==> src/rtl/qb_port_pkg.sv <==
package qb_port_pkg;
  typedef enum logic [1:0] {
    PH_IDLE = 2'd0,
    PH_ADDR = 2'd1,
    PH_DATA = 2'd2
  } bus_phase_e;
endpackage

==> src/rtl/qb_latch.sv <==
module qb_latch #(
  parameter int WIDTH = 8
) (
  input  logic             clk,
  input  logic             rst_n,
  input  logic             wr_en,
  input  logic [WIDTH-1:0] wr_data,
  input  logic             restore,
  output logic [WIDTH-1:0] latch_q
);
  localparam logic [WIDTH-1:0] ALL_ONES = {WIDTH{1'b1}};

  // The restore at the end of a bus access wins over a software write.
  always_ff @(posedge clk or negedge rst_n) begin
    if (!rst_n)       latch_q <= ALL_ONES;
    else if (restore) latch_q <= ALL_ONES;
    else if (wr_en)   latch_q <= wr_data;
  end

  assert_restore_ones_R12: assert property (@(posedge clk) disable iff (!rst_n)
    restore |=> latch_q == ALL_ONES);

  assert_write_loads_R2: assert property (@(posedge clk) disable iff (!rst_n)
    (wr_en && !restore) |=> latch_q == $past(wr_data));
endmodule

==> src/rtl/qb_bus_seq.sv <==
module qb_bus_seq
  import qb_port_pkg::*;
#(
  parameter int WIDTH = 8
) (
  input  logic             clk,
  input  logic             rst_n,
  input  logic             req_valid,
  output logic             req_ready,
  input  logic             req_write,
  input  logic [WIDTH-1:0] req_addr,
  input  logic [WIDTH-1:0] req_wdata,
  input  logic [WIDTH-1:0] pin_in,
  output bus_phase_e       phase,
  output logic             cur_write,
  output logic [WIDTH-1:0] cur_addr,
  output logic [WIDTH-1:0] cur_wdata,
  output logic             restore,
  output logic             rsp_valid,
  output logic [WIDTH-1:0] rsp_rdata
);
  bus_phase_e phase_q;
  logic       take;

  assign req_ready = (phase_q == PH_IDLE);
  assign take      = req_valid && req_ready;
  assign phase     = phase_q;
  assign restore   = (phase_q == PH_DATA);

  always_ff @(posedge clk or negedge rst_n) begin
    if (!rst_n) begin
      phase_q   <= PH_IDLE;
      cur_write <= 1'b0;
      cur_addr  <= '0;
      cur_wdata <= '0;
      rsp_valid <= 1'b0;
      rsp_rdata <= '0;
    end else begin
      rsp_valid <= 1'b0;
      unique case (phase_q)
        PH_IDLE: if (take) begin
          phase_q   <= PH_ADDR;
          cur_write <= req_write;
          cur_addr  <= req_addr;
          cur_wdata <= req_wdata;
        end
        PH_ADDR: phase_q <= PH_DATA;
        PH_DATA: begin
          phase_q   <= PH_IDLE;
          rsp_valid <= 1'b1;
          rsp_rdata <= cur_write ? '0 : pin_in;
        end
        default: phase_q <= PH_IDLE;
      endcase
    end
  end

  assert_take_blocks_R8: assert property (@(posedge clk) disable iff (!rst_n)
    take |=> !req_ready);

  assert_busy_two_R8: assert property (@(posedge clk) disable iff (!rst_n)
    (phase_q == PH_ADDR) |=> !req_ready);

  assert_rsp_after_data_R11: assert property (@(posedge clk) disable iff (!rst_n)
    rsp_valid |-> $past(phase_q == PH_DATA) && req_ready);
endmodule

==> src/rtl/qb_pin_drv.sv <==
module qb_pin_drv
  import qb_port_pkg::*;
#(
  parameter int WIDTH      = 8,
  parameter bit OPEN_DRAIN = 1'b0
) (
  input  logic             clk,
  input  logic             rst_n,
  input  logic [WIDTH-1:0] latch_q,
  input  logic [WIDTH-1:0] alt_en,
  input  logic [WIDTH-1:0] alt_out,
  input  bus_phase_e       phase,
  input  logic             cur_write,
  input  logic [WIDTH-1:0] cur_addr,
  input  logic [WIDTH-1:0] cur_wdata,
  output logic [WIDTH-1:0] pin_oe,
  output logic [WIDTH-1:0] pin_out,
  output logic [WIDTH-1:0] pin_pullup,
  output logic             ale
);
  localparam logic [WIDTH-1:0] ALL_ONES = {WIDTH{1'b1}};

  assign ale = (phase == PH_ADDR);

  for (genvar b = 0; b < WIDTH; b++) begin : g_bit
    logic release_hi;
    // The latch gates the alternate output: a 0 in the latch forces low.
    assign release_hi = latch_q[b] & (alt_en[b] ? alt_out[b] : 1'b1);

    always_comb begin
      unique case (phase)
        PH_ADDR: begin
          pin_oe[b]     = 1'b1;
          pin_out[b]    = cur_addr[b];
          pin_pullup[b] = 1'b0;
        end
        PH_DATA: begin
          pin_oe[b]     = cur_write;
          pin_out[b]    = cur_write & cur_wdata[b];
          pin_pullup[b] = 1'b0;
        end
        default: begin
          pin_oe[b]     = ~release_hi;
          pin_out[b]    = 1'b0;
          pin_pullup[b] = release_hi & ~OPEN_DRAIN;
        end
      endcase
    end
  end

  if (OPEN_DRAIN) begin : g_od_check
    assert_no_pullup_R6: assert property (@(posedge clk) disable iff (!rst_n)
      pin_pullup == '0);
  end

  assert_latch0_low_R4: assert property (@(posedge clk) disable iff (!rst_n)
    (phase == PH_IDLE) |-> ((pin_oe | latch_q) == ALL_ONES) && ((pin_out & ~latch_q) == '0));

  assert_addr_drive_R9: assert property (@(posedge clk) disable iff (!rst_n)
    ale |-> (pin_oe == ALL_ONES) && (pin_out == cur_addr));

  assert_read_release_R11: assert property (@(posedge clk) disable iff (!rst_n)
    (phase == PH_DATA && !cur_write) |-> (pin_oe == '0) && (pin_pullup == '0));
endmodule

==> src/rtl/qb_port.sv <==
module qb_port
  import qb_port_pkg::*;
#(
  parameter int WIDTH      = 8,
  parameter bit OPEN_DRAIN = 1'b0
) (
  input  logic             clk,
  input  logic             rst_n,
  input  logic             wr_en,
  input  logic [WIDTH-1:0] wr_data,
  input  logic             rd_from_pin,
  output logic [WIDTH-1:0] rd_data,
  input  logic [WIDTH-1:0] alt_en,
  input  logic [WIDTH-1:0] alt_out,
  input  logic [WIDTH-1:0] pin_in,
  output logic [WIDTH-1:0] pin_oe,
  output logic [WIDTH-1:0] pin_out,
  output logic [WIDTH-1:0] pin_pullup,
  output logic             ale,
  input  logic             bus_req_valid,
  output logic             bus_req_ready,
  input  logic             bus_req_write,
  input  logic [WIDTH-1:0] bus_req_addr,
  input  logic [WIDTH-1:0] bus_req_wdata,
  output logic             bus_rsp_valid,
  output logic [WIDTH-1:0] bus_rsp_rdata
);
  logic [WIDTH-1:0] latch_q;
  logic             restore;
  bus_phase_e       phase;
  logic             cur_write;
  logic [WIDTH-1:0] cur_addr;
  logic [WIDTH-1:0] cur_wdata;

  assign rd_data = rd_from_pin ? pin_in : latch_q;

  qb_latch #(.WIDTH(WIDTH)) u_latch (
    .clk     (clk),
    .rst_n   (rst_n),
    .wr_en   (wr_en),
    .wr_data (wr_data),
    .restore (restore),
    .latch_q (latch_q)
  );

  qb_bus_seq #(.WIDTH(WIDTH)) u_seq (
    .clk       (clk),
    .rst_n     (rst_n),
    .req_valid (bus_req_valid),
    .req_ready (bus_req_ready),
    .req_write (bus_req_write),
    .req_addr  (bus_req_addr),
    .req_wdata (bus_req_wdata),
    .pin_in    (pin_in),
    .phase     (phase),
    .cur_write (cur_write),
    .cur_addr  (cur_addr),
    .cur_wdata (cur_wdata),
    .restore   (restore),
    .rsp_valid (bus_rsp_valid),
    .rsp_rdata (bus_rsp_rdata)
  );

  qb_pin_drv #(.WIDTH(WIDTH), .OPEN_DRAIN(OPEN_DRAIN)) u_drv (
    .clk        (clk),
    .rst_n      (rst_n),
    .latch_q    (latch_q),
    .alt_en     (alt_en),
    .alt_out    (alt_out),
    .phase      (phase),
    .cur_write  (cur_write),
    .cur_addr   (cur_addr),
    .cur_wdata  (cur_wdata),
    .pin_oe     (pin_oe),
    .pin_out    (pin_out),
    .pin_pullup (pin_pullup),
    .ale        (ale)
  );
endmodule

==> config.mk <==
export PLATFORM = sky130hd
export DESIGN_NAME = qb_port
export DESIGN_NICKNAME = d
export VERILOG_FILES = /design/src/rtl/qb_port_pkg.sv /design/src/rtl/qb_latch.sv /design/src/rtl/qb_bus_seq.sv /design/src/rtl/qb_pin_drv.sv /design/src/rtl/qb_port.sv
export SDC_FILE = /design/constraint.sdc
export NUM_CORES = 1
export LEC_CHECK = 0
export BUFFER_PORTS_ARGS = -buffer_cell sky130_fd_sc_hd__buf_4
export CAP_MARGIN = 5
export CORE_MARGIN = 10
export CORE_UTILIZATION = 41
export DETAILED_ROUTE_END_ITERATION = 6
export PLACE_DENSITY = 0.76
export SLEW_MARGIN = 40
export SYNTH_ARGS = -nofsm -noshare
export SYNTH_HDL_FRONTEND = slang
export SYNTH_SLANG_ARGS = --single-unit
==> constraint.sdc <==
create_clock -name clk -period 1.5 [get_ports clk]
set_clock_uncertainty 0.2 [all_clocks]
set_input_delay 0.075 -clock clk [delete_from_list [all_inputs] [get_ports clk]]
set_output_delay 0.075 -clock clk [all_outputs]
set_load 0.1 [all_outputs]
# Yosys cells after proc, flatten, opt, wreduce, memory -nomap -nowiden
# Cells that the tools add are included.
# op_classes
eq_ne,3
n_bitwise,24
reduce_logical,5
n_mux,39
# ops
cell,n
two-way mux 8 bit,4
case mux 1 bit (2 select lines),16
two-way mux 1 bit,17
AND 1 bit,16
inverter 1 bit,8
case mux 2 bit (2 select lines),1
"equality test 2 x 1 -> 1 bit, second input constant",1
"equality test 2 bit, second input constant",1
zero test 2 bit,1
two-way mux 2 bit,1
"inequality test 2 bit, second input constant",1
AND reduction 2 bit,1
nonzero test 2 bit,1
OR reduction 2 bit,1
logical AND 1 bit,1
# word_totals
output_inout_bits,43
input_bits,54
elab_cells,78
ff_bits,36

# Depth between registers and ports, before layout
# Gate-level depths: netlist of run 1.
# logic_depth
word_depth,4
mapped_depth,6
depth_no_buf,4

# Modules after synthesis
# A second synthesis of run 1 with hierarchy kept.
# hier_totals
hier_cells,147
area_unflattened_um2,1948.1
# by_module_without_submodules
module,seq_area_each_um2,area_each_um2,cells_per_inst,instances
qb_bus_seq,700.7,1131.1,68,1
qb_latch,210.2,352.8,26,1
qb_pin_drv,0.0,332.8,44,1
qb_port,0.0,131.4,9,1

# Worst setup path after synthesis of run 1
# OpenSTA, ideal clock, no wires.
# synth_path
path_type,register -> output
from,register u_seq.phase_q[1] (netlist: u_seq.phase[1])
to,output port pin_oe[3]
n_path_buf,1
required_time_ns,1.225
t_arrival_ns,3.149
path_slack_ns,-1.924
stages_incl_launch_ff,6
cell_sequence,dfrtp_1 inv_1 ha_1 nor2b_1 buf_2 a2bb2oi_1
# synth_via
elab_chain_cells,2
elab_cells_between_ends,3
cone_classes,2 x eq/ne; 1 x mux
# synth_rtl
item,line,text
from (decl),qb_bus_seq.sv:22,bus_phase_e phase_q;
from (signal assigned),qb_bus_seq.sv:32,phase_q <= PH_IDLE;
from (signal assigned),qb_bus_seq.sv:42,phase_q <= PH_ADDR;
from (signal assigned),qb_bus_seq.sv:47,PH_ADDR: phase_q <= PH_DATA;
equality test 2 x 1 -> 1 bit,-,
named net ale,qb_port.sv:19,"output logic ale,"
case mux 1 bit (2 select lines),qb_pin_drv.sv:31,unique case (phase)
to (decl),qb_port.sv:16,"output logic [WIDTH-1:0] pin_oe,"
# The timed path passes the listed nets, and every way through them passes these cells.

# Worst setup path after layout of run 1
# layout_path
from,register u_seq.phase_q[0] (netlist: u_seq.phase[0])
to,output port pin_oe[6]
# layout_via
elab_chain_cells,2
elab_cells_between_ends,3
cone_classes,2 x eq/ne; 1 x mux
# layout_rtl
item,line
equality test 2 bit or equality test 2 x 1 -> 1 bit (tied branches),qb_pin_drv.sv:31
case mux 1 bit (2 select lines) (*),qb_pin_drv.sv:31
# Mark *: on every way between the ends. The rest lies on a longest branch, timed or not.

==> results of run 1 <==
## cell families (layout without fill, tap and decap cells)
kind of cell               Yosys count  after routing  synth area share
AOI/OAI and AO/OA                   33             33             0.152
and+or+nand+nor                     39             41             0.121
buffers and inverters               12            157            0.0377
adders and majority gates            5              5            0.0331
other                                0              3                 0
DFF                                 36             36             0.481
muxes                               26             26             0.175
## state kept, by name, indices dropped and copies added (netlist names)
name and count:
u_seq.cur_addr 8, u_latch.latch_q 8, u_seq.rsp_rdata 8, u_seq.rsp_valid 1, u_seq.phase 2, u_seq.cur_wdata 8
u_seq.cur_write 1
## synth_stat cells, types with 2 or more instances
cell type / count / area, sq um
nor2_1: 8 / 30.0
buf_1: 2 / 7.51
mux2_4: 10 / 150
ha_1: 5 / 62.6
buf_2: 5 / 25.0
nor2b_1: 18 / 113
dfstp_2: 8 / 210
nand2b_1: 8 / 50.1
dfrtp_1: 28 / 701
inv_1: 3 / 11.3
a22o_1: 16 / 140
mux2_2: 16 / 180
a211o_1: 8 / 70.1
a2bb2oi_1: 8 / 70.1
## worst reg2reg max path, delay by kind of cell (launching register included)
kind,cells,cell delay [ns]
AO/OA/AOI/OAI,1,0.27
adder cells (fa/ha/maj),1,0.22
buffers and inverters,3,0.42
flip-flops,1,0.42
## area by class of cell
class                   count  area [sq um]  share of cell area
diodes                      3          7.51             0.00181
clock buffers               7          86.3              0.0209
clock inverters             1          7.51             0.00181
inverters                   3          15.0             0.00363
multi-input cells         105          1370               0.331
flip-flops and latches     36           911               0.220
well taps                  52          65.1              0.0157
repair buffers            146          1680               0.405
## routing by layer
layer / GRT usage / share of wire
met1: 0.228 / 0.37
met2: 0.372 / 0.53
met3: 0.0492 / 0.066
met4: 0.0623 / 0.031
met5: 0 / 0
## what timing repair did
item	CTS	global route
endpoints found under the hold margin	70	0
setup buffers	1	3
setup endpoints to repair	49	60
pin swaps	9	5
cloned	0	2
gates resized for setup	126	7
hold buffers	36	0
## metrics by stage
stage / instance area [sq um] / utilization / hold slack [ns] / setup WS, ns
6_report: 4140 / 0.938 / 0.0796 / -0.555
5_1_grt: 4140 / 0.937 / 0.124 / -0.584
4_1_cts: 4030 / 0.912 / 0.0929 / -0.419
3_5_place_dp: 3030 / 0.687 / -0.143 / -0.401
3_3_place_gp: 3030 / 0.687 / -0.148 / -0.378
2_1_floorplan: 2250 / - / -0.421 / -0.429
## worst min-delay path by stage
stage	slack (ns)	from	endpoint
after global routing	0.12	rst_n	u_seq.phase[0]$_DFFE_PN0P_
final	0.08	rst_n	u_seq.phase[0]$_DFFE_PN0P_
after floorplan	-0.42	rst_n	u_seq.cur_addr[0]$_DFFE_PN0P_
after global placement	-0.15	rst_n	u_seq.cur_addr[7]$_DFFE_PN0P_
after CTS	0.09	rst_n	u_seq.cur_addr[7]$_DFFE_PN0P_
after detailed placement	-0.14	rst_n	u_seq.cur_addr[7]$_DFFE_PN0P_
==> impl_metrics.json, run 1 <==
{
  "drive_above_1_share": 0.668,
  "yosysWarnings": 0,
  "crit_fanout": 8,
  "grt_max_degree": 37,
  "via_count": 1985,
  "finalHoldViolCount": 0,
  "drv_cap": 0,
  "ant_nets": 0,
  "crit_top_cell": "buf_12",
  "violations": "setup timing",
  "drv_slew": 0,
  "cp.arrival_ns": 1.78,
  "rsz0062_at_grt": "yes",
  "insertion_delay_ns": 0.29,
  "cpLargestDelayFamily": "buffers and inverters",
  "ff2ff_setup_slack_ns": -0.15,
  "synth_ff_type": "dfrtp_1",
  "layout_commonest_cell": "buf_4",
  "relSlewSlack": 0.666,
  "synth.distinct_cells": 22,
  "htreeDepth": 2,
  "synthCells": 151,
  "start_util": 0.429,
  "via_per_inst": 5.62,
  "r2r_cells": 5,
  "ys_ff_latch": 36,
  "syn_avg_cell_area_sq_um": 12.5,
  "clock_sinks": 36,
  "clockBufferDepth": 2,
  "grt_pass1_vias": 2146,
  "worstPathRequired_ns": 1.22,
  "hold_class": "input port to asynchronous set/reset pin",
  "io-pin-count": 97,
  "critPathKind": "flip-flop to output pin",
  "place_inst": 300,
  "fin_tns_setup_ns": -14.82,
  "grt_use_total": 0.204,
  "port_buffers": 96,
  "first_pass_iters": 4,
  "die_x_um": 87.9,
  "fillers": 105,
  "r2r_end": "u_seq.rsp_rdata[6]$_DFFE_PN0N_",
  "areaGrowthSynthToFinish_pct": 119,
  "worst_setup_path_end_kind": "output pin",
  "antenna_found_initial": 2,
  "worst_pin_slew_ns": 0.500,
  "routedWlPerCell_um": 27.6,
  "async_reset_ff_frac": 1.00,
  "grt-ovfl-total": 0,
  "grt_pass1_wl_um": 12200,
  "min_period_over_period": 1.37,
  "cts-root-buf": "clkbuf_8",
  "dieHeight_um": 87.9,
  "cp.depth": 7,
  "seq_area_frac_synth": 0.481,
  "clk_pin_slew_ns": 0.08,
  "place_hpwl_um": 4610,
  "setup_ws_ns": -0.555,
  "synth.cell_area_sq_um": 1890,
  "wl_um": 9760,
  "crit_chain": "inv_2, ha_2, buf_6, nand2_2, buf_12, a2bb2oi_4, buf_12",
  "num_rows": 24,
  "period_needed_ns": 2.06,
  "setup_viol_count_final": 66,
  "syn-num-nets": 210,
  "critPathLaunch": "u_seq.phase[0]$_DFFE_PN0P_",
  "status": "finished, violations left",
  "coreArea_sq_um": 4410,
  "path_buf_inv": 4,
  "nNetsFinal": 356,
  "place.gp.congestion": 0.749,
  "r2r-start": "u_seq.phase[0]$_DFFE_PN0P_",
  "cts_tree": "done",
  "fmax_mhz": 487,
  "cts_buffers": 5,
  "synth_enable_flop_cells": 0,
  "layout.cells.non_filler": 353,
  "start_kind": "flip-flop",
  "dieArea_sq_um": 7730,
  "first_iter_violations": 165,
  "layout_common_cells": "buf_4, buf_12, dlygate4sd3_1",
  "critPathCapture": "pin_oe[6]",
  "slowest_delay_ns": 0.42,
  "drc_errors": 0,
  "slowest_stage": "dfrtp_1"
}
Power of run 1 is left out: the tool's default activity adds up to more than one toggle a clock period on the data nets, which glitch-free logic cannot reach.
==> inputs of run 2 (changes only) <==
--- a/config.mk
+++ b/config.mk
@@ -5,7 +5,7 @@
 export SDC_FILE = /design/constraint.sdc
 export NUM_CORES = 1
 export LEC_CHECK = 0
-export BUFFER_PORTS_ARGS = -buffer_cell sky130_fd_sc_hd__buf_4
+export BUFFER_PORTS_ARGS = -buffer_cell sky130_fd_sc_hd__buf_2
 export CAP_MARGIN = 5
 export CORE_MARGIN = 10
 export CORE_UTILIZATION = 41
==> run 2 against run 1 <==
The run still ends with setup timing left. Critical path depth decreased by 1. Die area unchanged. Final area decreased by 4.0%. Sequential share of layout area increased by 0.91 points. Critical path type unchanged. Flip-flop and latch count unchanged. Wire length decreased by 17%. Count of clock-buffer cells in the layout decreased by 1.
==> impl_metrics.json, run 2 (synthesis results as in run 1) <==
{
  "r2r-start": "u_seq.phase[0]$_DFFE_PN0P_",
  "fillers": 169,
  "rsz0062_at_grt": "yes",
  "grt-busiest-layer": "met2",
  "first_pass_iters": 4,
  "setup_ws_ns": -0.492,
  "first_iter_violations": 96,
  "grt_max_degree": 19,
  "cts_buffers": 5,
  "worst_setup_path_end_kind": "output pin",
  "via_per_inst": 5.32,
  "num_rows": 24,
  "ff2ff_setup_slack_ns": -0.07,
  "start_util": 0.429,
  "drc_errors": 0,
  "antenna_found_initial": 0,
  "start_kind": "flip-flop",
  "period_needed_ns": 1.99,
  "use_met1": 0.203,
  "via_count": 1868,
  "grt_pass1_wl_um": 11400,
  "dieHeight_um": 87.9,
  "critPathLaunch": "u_seq.phase[0]$_DFFE_PN0P_",
  "final_core_util": 0.900,
  "hold_class": "input port to flip-flop",
  "drive_above_1_share": 0.672,
  "cts-root-buf": "clkbuf_8",
  "die_x_um": 87.9,
  "io-pin-count": 97,
  "cp.arrival_ns": 1.72,
  "routedWlPerCell_um": 22.9,
  "grt_use_met3": 0.0659,
  "cts_tree": "done",
  "insertion_delay_ns": 0.28,
  "fmax_mhz": 502,
  "grt-ovfl-total": 0,
  "min_period_over_period": 1.33,
  "grt_use_total": 0.191,
  "fin_tns_setup_ns": -11.97,
  "ant_nets": 0,
  "worstPathRequired_ns": 1.22,
  "clk_pin_slew_ns": 0.07,
  "multi_input_area_sq_um": 1390,
  "place_hpwl_um": 4960,
  "antenna_cells": 0,
  "htreeDepth": 2,
  "crit_fanout": 8,
  "seq_area_sq_um": 911,
  "relSlewSlack": 0.651,
  "layout_commonest_cell": "buf_2",
  "status": "finished, violations left",
  "nNetsFinal": 358,
  "place.gp.congestion": 0.758,
  "violations": "setup timing",
  "port_buffers": 96,
  "coreArea_sq_um": 4410,
  "clockBufferDepth": 2,
  "clock_sinks": 36,
  "finalHoldViolCount": 0,
  "grt_pass1_vias": 2153,
  "drv_cap": 0,
  "pre_cts_ws_ns": -0.308,
  "areaGrowthSynthToFinish_pct": 110,
  "critPathKind": "flip-flop to output pin",
  "drv_slew": 0,
  "wl_um": 8050,
  "min-delay-start": "pin_in[7]",
  "setup_viol_count_final": 51,
  "dieArea_sq_um": 7730,
  "met2_usage": 0.333,
  "worst_pin_slew_ns": 0.527,
  "layout_common_cells": "buf_2, buf_12, dlygate4sd3_1"
}
[run 2: final timing paths]
path,endpoint,cells after the start
worst min-delay path,u_seq.rsp_rdata[7]$_DFFE_PN0N_,3
worst max-delay path,pin_oe[7],6
max in group asynchronous,u_seq.phase[1]$_DFFE_PN0P_,3
min in group asynchronous,u_seq.cur_write$_DFFE_PN0P_,3
worst max register to register,u_seq.phase[1]$_DFFE_PN0P_,4
worst min register to register,u_seq.rsp_rdata[0]$_DFFE_PN0N_,1
[run 2: routing by layer]
metal | share of wire | vias to the layer above
met5 | 0 | -
met4 | 0.041 | 0
met3 | 0.078 | 22
met2 | 0.52 | 88
met1 | 0.36 | 915
li1 | - | 843
[run 2: what timing repair did]
action	CTS	global route
pin swaps	5	5
gates cloned	0	2
hold endpoints to repair	70	0
resized for setup	24	12
setup endpoints to repair	51	59
buffers inserted	3	2
hold buffers	36	0
[run 2: stage by stage]
step / hold slack (ns) / cells / cell area [sq um]
after floorplan: -0.421 / 151 / 2250
after global placement: -0.270 / 302 / 3320
after detailed placement: -0.268 / 302 / 3320
after CTS: 0.0147 / 347 / 3880
after global routing: 0.0819 / 351 / 3970
final: 0.0475 / 351 / 3970
[run 2: layout make-up]
class,count,share of cell area
clock buffer,6,0.0183
clock inverter,1,0.00126
inverter,3,0.00378
multi-input combinational,105,0.350
sequential,36,0.229
tap,52,0.0164
timing repair buffer,148,0.381
[run 2: worst max-delay path: stages (launching register included)]
cell,delay [ns]
dfrtp_1,0.37
inv_2,0.08
ha_4,0.29
buf_6,0.13
nand2b_4,0.16
a2bb2oi_4,0.19
buf_12,0.19
Power of run 2 is left out for the same reason.
==> inputs of run 3 (changes only) <==
--- a/config.mk
+++ b/config.mk
@@ -8,9 +8,10 @@
 export BUFFER_PORTS_ARGS = -buffer_cell sky130_fd_sc_hd__buf_2
 export CAP_MARGIN = 5
 export CORE_MARGIN = 10
-export CORE_UTILIZATION = 41
+export CORE_UTILIZATION = 45
 export DETAILED_ROUTE_END_ITERATION = 6
-export PLACE_DENSITY = 0.76
+export PLACE_DENSITY = 0.79
+export RECOVER_POWER = 50
 export SLEW_MARGIN = 40
 export SYNTH_ARGS = -nofsm -noshare
 export SYNTH_HDL_FRONTEND = slang
==> constraint.sdc (replaced) <==
create_clock -name clk -period 2.1 [get_ports clk]
set_clock_uncertainty 0.2 [all_clocks]
set_input_delay 0.105 -clock clk [delete_from_list [all_inputs] [get_ports clk]]
set_output_delay 0.105 -clock clk [all_outputs]
set_load 0.1 [all_outputs]
==> run 3 against run 2 <==
The run now ends clean. Critical path type unchanged. Critical path depth is 1 lower. Die area fell by 6.9%. Core utilization down 4.8 points. Final area decreased by 14%. Worst hold slack better by 0.028 ns. Largest cell class unchanged. Worst setup slack better by 0.57 ns. Register-to-register slack better by 0.42 ns. First-iteration DRC count fell by 22%.
==> impl_metrics.json, run 3 (synthesis results as in run 1) <==
{
  "crit_fanout": 11,
  "clockBufferDepth": 2,
  "layout.cells.non_filler": 335,
  "insertion_delay_ns": 0.28,
  "routedWlPerCell_um": 19.9,
  "start_util": 0.470,
  "grt_pass1_wl_um": 10800,
  "port_buffers": 96,
  "status": "completed",
  "first_pass_iters": 4,
  "place_inst": 290,
  "critPathKind": "flip-flop to output pin",
  "clock_sinks": 36,
  "nNetsFinal": 343,
  "grt_pass1_vias": 2042,
  "drc_errors": 0,
  "drv_slew": 0,
  "wl_um": 6680,
  "rsz0062_at_grt": "no",
  "htreeDepth": 2,
  "areaGrowthSynthToFinish_pct": 81.5,
  "grt-ovfl-total": 0,
  "drv_cap": 0,
  "antenna_found_initial": 0,
  "drive_above_1_share": 0.586,
  "via_count": 1730,
  "relSlewSlack": 0.196,
  "layout_commonest_cell": "buf_2",
  "place_hpwl_um": 4650,
  "dieHeight_um": 84.8,
  "fmax_mhz": 496,
  "cts_tree": "done",
  "layout_common_cells": "buf_2, dlygate4sd3_1, dfrtp_1",
  "clk_pin_slew_ns": 0.07,
  "cts_buffers": 5,
  "grt_use_total": 0.185,
  "num_rows": 23,
  "period_needed_ns": 2.02,
  "via_per_inst": 5.16,
  "grt_max_degree": 37,
  "cp.arrival_ns": 1.71,
  "dieArea_sq_um": 7200,
  "start_kind": "flip-flop",
  "setup_viol_count_final": 0,
  "min_period_over_period": 0.961,
  "die_x_um": 84.8,
  "antenna_cells": 0,
  "hold_class": "input port to flip-flop",
  "setup_ws_ns": 0.0820,
  "worstPathRequired_ns": 1.79,
  "cts-root-buf": "clkbuf_8",
  "pre_cts_ws_ns": 0.0974,
  "first_iter_violations": 75,
  "io-pin-count": 97,
  "place.gp.congestion": 0.732,
  "whs_ns": 0.0757,
  "ant_nets": 0,
  "worst_setup_path_end_kind": "output pin",
  "worst_pin_slew_ns": 1.21,
  "coreArea_sq_um": 4030,
  "fin_tns_setup_ns": 0,
  "finalHoldViolCount": 0
}
## run 3: cell types whose count changed in the layout (fill, tap and decap cells not counted), sizes merged
| cell | previous run | this run |
|---|---|---|
| nand2 | 4 | 2 |
| clkbuf | 6 | 19 |
| buf | 112 | 89 |
| inv | 2 | 3 |
| clkinv | 1 | 0 |
| clkinvlp | 1 | 0 |
| dlymetal6s4s | 1 | 0 |
## run 3: repair_timing
item | 4_1_cts | 5_1_grt
setup buffers | 1 | 1
hold buffers | 35 | 0
gates resized for setup | 6 | 4
setup endpoints to repair | 16 | 16
hold endpoints to repair | 62 | 0
## run 3: critical path, stage by stage (launching register included)
cell and delay [ns]:
dfrtp_1 0.40, inv_2 0.08, ha_4 0.31, nand2b_1 0.25, a2bb2oi_4 0.20, buf_12 0.19
## run 3: path summary, 6_finish.rpt
| kind | start | cells past startpoint | endpoint | slack [ns] |
|---|---|---|---|---|
| min in group asynchronous | rst_n | 2 | u_seq.rsp_rdata[0]$_DFFE_PN0N_ | 0.28 |
| max in group asynchronous | rst_n | 2 | u_seq.cur_addr[1]$_DFFE_PN0P_ | 0.89 |
| worst min register to register | u_seq.rsp_rdata[1]$_DFFE_PN0N_ | 1 | u_seq.rsp_rdata[1]$_DFFE_PN0N_ | 0.31 |
| worst min-delay path | wr_en | 2 | u_latch.latch_q[0]$_DFFE_PN1P_ | 0.08 |
| worst max-delay path | u_seq.phase[1]$_DFFE_PN0P_ | 5 | pin_oe[2] | 0.08 |
| worst max register to register | u_seq.phase[1]$_DFFE_PN0P_ | 4 | u_seq.cur_addr[0]$_DFFE_PN0P_ | 0.35 |
## run 3: area by class of cell
type                    count  area, sq um
repair buffers            135         1220
inverters                   3         11.3
well taps                  50         62.6
flip-flops and latches     36          911
clock buffers               8         90.1
multi-input cells         103         1140
fillers                   204          596
## run 3: per-layer routing
metal,global-route usage,vias to the layer above,share of wire
met5,0,-,0
met4,0.0449,0,0.014
met1,0.181,841,0.35
li1,-,805,-
met2,0.351,74,0.54
met3,0.0755,10,0.089
## run 3: through the flow
stage                util  area (sq um)
floorplan               -          2110
global placement    0.736          2970
detailed placement  0.736          2970
CTS                 0.852          3430
global route        0.852          3430
finish              0.852          3430
Power of run 3 is left out for the same reason.
